--- config.mk ---
export PLATFORM = sky130hd
export DESIGN_NAME = iq_port_capture
export DESIGN_NICKNAME = d
export VERILOG_FILES = /design/src/rtl/iq_cap_pkg.sv /design/src/rtl/iq_cap_gate.sv /design/src/rtl/iq_cap_phase.sv /design/src/rtl/iq_cap_out.sv /design/src/rtl/iq_port_capture.sv
export SDC_FILE = /design/constraint.sdc
export NUM_CORES = 1
export LEC_CHECK = 0
export ABC_AREA = 0
export BUFFER_PORTS_ARGS = -buffer_cell sky130_fd_sc_hd__buf_4
export CAP_MARGIN = 20
export CORE_MARGIN = 2
export CORE_UTILIZATION = 49
export CTS_BUF_LIST = sky130_fd_sc_hd__clkbuf_2 sky130_fd_sc_hd__clkbuf_4 sky130_fd_sc_hd__clkbuf_8
export DETAILED_ROUTE_END_ITERATION = 6
export PLACE_DENSITY = 0.88
export SETUP_SLACK_MARGIN = 0.15
export SLEW_MARGIN = 10
export SYNTH_ARGS = -nofsm -noshare
export SYNTH_HDL_FRONTEND = slang
export SYNTH_SLANG_ARGS = --single-unit
--- constraint.sdc ---
create_clock -name clk -period 1.8 [get_ports clk]
set_input_delay 0.18 -clock clk [delete_from_list [all_inputs] [get_ports clk]]
set_output_delay 0.18 -clock clk [all_outputs]
set_load 0.005 [all_outputs]
--- src/rtl/iq_cap_pkg.sv ---
package iq_cap_pkg;
   typedef enum logic {
      PH_EXPECT_I = 1'b0,
      PH_EXPECT_Q = 1'b1
   } iq_phase_e;
endpackage

--- src/rtl/iq_cap_gate.sv ---
module iq_cap_gate #(
   parameter bit LOCK_GATE_EN = 1'b1
) (
   input  logic tx_en,
   input  logic lock_qual,
   input  logic pll_locked,
   output logic port_en
);
   generate
      if (LOCK_GATE_EN) begin : g_lock_gate
         always_comb port_en = tx_en && !(lock_qual && !pll_locked);
      end else begin : g_no_gate
         logic unused_lock;
         always_comb unused_lock = lock_qual ^ pll_locked;
         always_comb port_en = tx_en;
      end
   endgenerate
endmodule

--- src/rtl/iq_cap_phase.sv ---
module iq_cap_phase
   import iq_cap_pkg::*;
#(
   parameter int DATA_W = 14
) (
   input  logic              clk,
   input  logic              rst_n,
   input  logic              port_en,
   input  logic              mode_interp,
   input  logic [DATA_W-1:0] din,
   output logic              take_pair,
   output logic              take_interp,
   output logic [DATA_W-1:0] held_i,
   output logic              odd_err
);
   iq_phase_e phase_q;

   always_comb begin
      take_pair   = port_en && !mode_interp && (phase_q == PH_EXPECT_Q);
      take_interp = port_en && mode_interp;
   end

   always_ff @(posedge clk) begin
      if (!rst_n) begin
         phase_q <= PH_EXPECT_I;
         held_i  <= '0;
         odd_err <= 1'b0;
      end else if (!port_en) begin
         if (phase_q == PH_EXPECT_Q) odd_err <= 1'b1;
         phase_q <= PH_EXPECT_I;
      end else if (mode_interp) begin
         phase_q <= PH_EXPECT_I;
      end else if (phase_q == PH_EXPECT_I) begin
         held_i  <= din;
         phase_q <= PH_EXPECT_Q;
      end else begin
         phase_q <= PH_EXPECT_I;
      end
   end

   assert_err_sticky_R7: assert property (@(posedge clk) disable iff (!rst_n)
      odd_err |=> odd_err);
   assert_realign_R8: assert property (@(posedge clk) disable iff (!rst_n)
      !port_en |=> (phase_q == PH_EXPECT_I));
   assert_pair_alternates_R3: assert property (@(posedge clk) disable iff (!rst_n)
      (port_en && !mode_interp && phase_q == PH_EXPECT_I) |=> (phase_q == PH_EXPECT_Q));
endmodule

--- src/rtl/iq_cap_out.sv ---
module iq_cap_out #(
   parameter int DATA_W = 14
) (
   input  logic              clk,
   input  logic              rst_n,
   input  logic              port_en,
   input  logic              take_pair,
   input  logic              take_interp,
   input  logic [DATA_W-1:0] held_i,
   input  logic [DATA_W-1:0] din,
   output logic [DATA_W-1:0] i_smp,
   output logic [DATA_W-1:0] q_smp,
   output logic              smp_vld
);
   always_ff @(posedge clk) begin
      if (!rst_n) begin
         i_smp   <= '0;
         q_smp   <= '0;
         smp_vld <= 1'b0;
      end else if (!port_en) begin
         i_smp   <= '0;
         q_smp   <= '0;
         smp_vld <= 1'b1;
      end else if (take_interp) begin
         i_smp   <= din;
         q_smp   <= '0;
         smp_vld <= 1'b1;
      end else if (take_pair) begin
         i_smp   <= held_i;
         q_smp   <= din;
         smp_vld <= 1'b1;
      end else begin
         smp_vld <= 1'b0;
      end
   end

   assert_flush_zero_R4: assert property (@(posedge clk) disable iff (!rst_n)
      !port_en |=> (smp_vld && i_smp == '0 && q_smp == '0));
   assert_pair_out_R3: assert property (@(posedge clk) disable iff (!rst_n)
      take_pair |=> (smp_vld && q_smp == $past(din) && i_smp == $past(held_i)));
   assert_interp_out_R5: assert property (@(posedge clk) disable iff (!rst_n)
      take_interp |=> (smp_vld && q_smp == '0 && i_smp == $past(din)));
endmodule

--- src/rtl/iq_port_capture.sv ---
module iq_port_capture #(
   parameter int DATA_W       = 14,
   parameter bit LOCK_GATE_EN = 1'b1
) (
   input  logic              clk,
   input  logic              rst_n,
   input  logic              mode_interp,
   input  logic              lock_qual,
   input  logic              pll_locked,
   input  logic              tx_en,
   input  logic [DATA_W-1:0] din,
   output logic [DATA_W-1:0] i_smp,
   output logic [DATA_W-1:0] q_smp,
   output logic              smp_vld,
   output logic              odd_err
);
   generate
      if (DATA_W < 2) begin : g_bad_width
         $error("iq_port_capture: DATA_W must be at least 2");
      end
   endgenerate

   logic              port_en;
   logic              take_pair;
   logic              take_interp;
   logic [DATA_W-1:0] held_i;

   iq_cap_gate #(.LOCK_GATE_EN(LOCK_GATE_EN)) gate_i (
      .tx_en      (tx_en),
      .lock_qual  (lock_qual),
      .pll_locked (pll_locked),
      .port_en    (port_en)
   );

   iq_cap_phase #(.DATA_W(DATA_W)) phase_i (
      .clk         (clk),
      .rst_n       (rst_n),
      .port_en     (port_en),
      .mode_interp (mode_interp),
      .din         (din),
      .take_pair   (take_pair),
      .take_interp (take_interp),
      .held_i      (held_i),
      .odd_err     (odd_err)
   );

   iq_cap_out #(.DATA_W(DATA_W)) out_i (
      .clk         (clk),
      .rst_n       (rst_n),
      .port_en     (port_en),
      .take_pair   (take_pair),
      .take_interp (take_interp),
      .held_i      (held_i),
      .din         (din),
      .i_smp       (i_smp),
      .q_smp       (q_smp),
      .smp_vld     (smp_vld)
   );

   assert_reset_clear_R1: assert property (@(posedge clk)
      !rst_n |=> (!smp_vld && !odd_err && i_smp == '0 && q_smp == '0));
   assert_lock_gate_R6: assert property (@(posedge clk) disable iff (!rst_n)
      (LOCK_GATE_EN && lock_qual && !pll_locked) |=> (smp_vld && i_smp == '0 && q_smp == '0));
endmodule

==> flow_summary.yaml <==
finish:
  num_antenna_cells: 0
  nNetsFinal: 223
  final_area_um2: 2190
  areaGrowthSynthToFinish_pct: 24.8
  layout-drive-gt1-share_pct: 38.2
  fillCellCount: 284
global_routing:
  antenna_found_initial: 0
  grt_pass1_wl_mm: 6.33
  grt_use_total_pct: 20.2
  overflow: 0
  grt_max_degree: 30
  grt_pass1_vias: 1289
cts:
  cts_root_buf: "clkbuf_4"
  clock_latency_ps: 360
  cts_made_buffers: 5
  cts_buffer_depth: 2
  clk_pin_slew_ps: 130
  htreeDepth: 2
  cts_setup_buffers: 0
  cts_sinks: 45
  cts_hold_buf: 0
  cts_tree: "yes"
  cts_resized: 0
critical_path:
  crit_fanout: 15
  startpoint_type: "flop"
  slowest_delay_ps: 650
  path_cells: "nor2_4, a31oi_2, a22o_1"
  crit_required_ps: 2110
  cp.arrival_ps: 1700
  worst_r2r_endpoint: "phase_i.held_i[5]"
  critPathBufInv: 0
  cp-end-kind: "flop"
  cp_slowest_cell: "a31oi_2"
  reg2reg_depth: 3
  r2r_setup_slack_ps: 410
  regToRegStartpoint: "phase_i.phase_q"
  critPathKind: "reg2reg"
  path_delay_family: "compound AO/OA/AOI/OAI gates"
timing:
  worst_pin_slew_ps: 772
  hold_viol: 0
  slew_headroom_pct: 48.4
  slew_violations: 0
  fin_setup_tns_ps: 0
  period_minus_slack_ps: 1390
  fmax_mhz: 717
  finalCritPeriodShare_pct: 77.5
  rsz0062_at_grt: "false"
  clock_skew_ps: 12.5
  setup_violations: 0
  whs_ps: 45.8
floorplan:
  core_area_um2: 3390
  dieArea_um2: 4070
  start_util_pct: 51.8
  die_h_um: 63.8
  ios: 50
  row_count: 21
  die_w_um: 63.8
synthesis:
  synthCells: 158
  async_flop_share_pct: 0
  syn_area_um2: 1750
  synth_area_leader_cell: "dfxtp_1"
  avgSynthCellArea_um2: 11.1
  synth_nets: 178
  ys_ff_latch: 45
  synth_top_area_share_pct: 51.4
  yosysUniqueCellTypes: 23
  yosysMostFrequentCell: "dfxtp_1"
  synth.area.top_cells: "dfxtp_1 51%, o221a_2 9.0%, mux2i_1 8.0%, a22o_1 7.0%, nor3b_1 6.0%"
  ys_warn_count: 0
  synth.yosys.seq_area_share_pct: 51.4
  synth_edf_count: 0
  ys_dominant_reg_cell: "dfxtp_1"
min_path:
  worstHoldStart: "din[2]"
  hold_end: "phase_i.held_i[2]"
  holdPathStages: 2
  hold_class: "in2reg"
detailed_routing:
  drtIter0Drc: 56
  first_pass_iters: 4
  ant_nets: 0
  routed_wirelength_mm: 3.89
  drc: 0
  wl_per_cell_um: 15.5
  vias: 1395
  vias_per_cell: 5.58
power:
  power_density_nw_per_um2: 860
  power_w: 0.00188
  ir_drop_mv: 0.423
  cellLeakagePower_nw: 0.908
run_status:
  status: "completed"
placed_design:
  place_congestion: 0.738
  dp_hpwl_mm: 2.52
  port_buffers: 49
  placed_area_um2: 2100
run:
  maxCapViolCount: 0
-- stage by stage --
stage / utilization [%] / cells / worst slack [ps]
final: 64.6 / 250 / 405
after floorplan: - / 158 / 638
after detailed placement: 62.0 / 242 / 342
after global placement: 62.0 / 242 / 391
after global routing: 64.6 / 250 / 294
after CTS: 64.6 / 250 / 394
-- where the power goes --
group / total [W] / internal [W] / switching (W)
clock: 0.000666 / 0.000347 / 0.000319
sequential: 0.00104 / 0.00102 / 0.0000139
combinational: 0.000181 / 0.0000863 / 0.0000948
-- state kept, by name (all words and copies together), names as in the netlist --
register and flops:
out_i.i_smp 14, out_i.q_smp 14, out_i.smp_vld 1, phase_i.held_i 14
phase_i.odd_err 1, phase_i.phase_q 1
-- cell usage in the layout, fill, tap and decap left out, drive strengths merged, types with 4 or more instances in the layout --
master and instances:
buf 52, nor3 15, nor3b 14, inv 4
mux2i 14, a22o 14, nor2 15, clkbuf 7
o221a 14, dfxtp 45
-- cell type report --
type | instances | area (µm²) | share of cell area [%]
clock buffer | 7 | 58.8 | 2.69
inverter | 4 | 15.0 | 0.686
multi-input combinational | 95 | 737 | 33.7
sequential | 45 | 901 | 41.1
clock inverter | 1 | 30.0 | 1.37
tap | 46 | 57.6 | 2.63
timing repair buffer | 52 | 390 | 17.8
-- cell families (layout without fill, tap and decap cells) --
group / Yosys count / after routing / synth area share (%)
multiplexers: 14 / 14 / 7.99
AND/OR/NAND/NOR: 50 / 50 / 16.8
flip-flops: 45 / 45 / 51.4
buffers and inverters: 18 / 64 / 6.63
AO/OA/AOI/OAI: 31 / 31 / 17.3
-- worst max-delay path by stage --
stage	slack, ps	cells past startpoint	end	startpoint
finish	410	3	phase_i.held_i[5]	phase_i.phase_q
global route	290	3	phase_i.held_i[12]	phase_i.phase_q
CTS	390	3	phase_i.held_i[5]	phase_i.phase_q
detailed placement	340	4	out_i.q_smp[5]	mode_interp
global placement	390	4	out_i.q_smp[0]	mode_interp
floorplan	640	5	phase_i.held_i[10]	phase_i.phase_q
-- layer usage --
metal | vias to the layer above | track usage [%] | wire length, µm
li1 | 672 | - | -
met1 | 652 | 26.2 | 1710
met2 | 63 | 32.2 | 1830
met3 | 8 | 6.34 | 294
met4 | 0 | 5.98 | 53
met5 | - | 0 | 0
No activity file was read; power rests on OpenSTA's default activity.
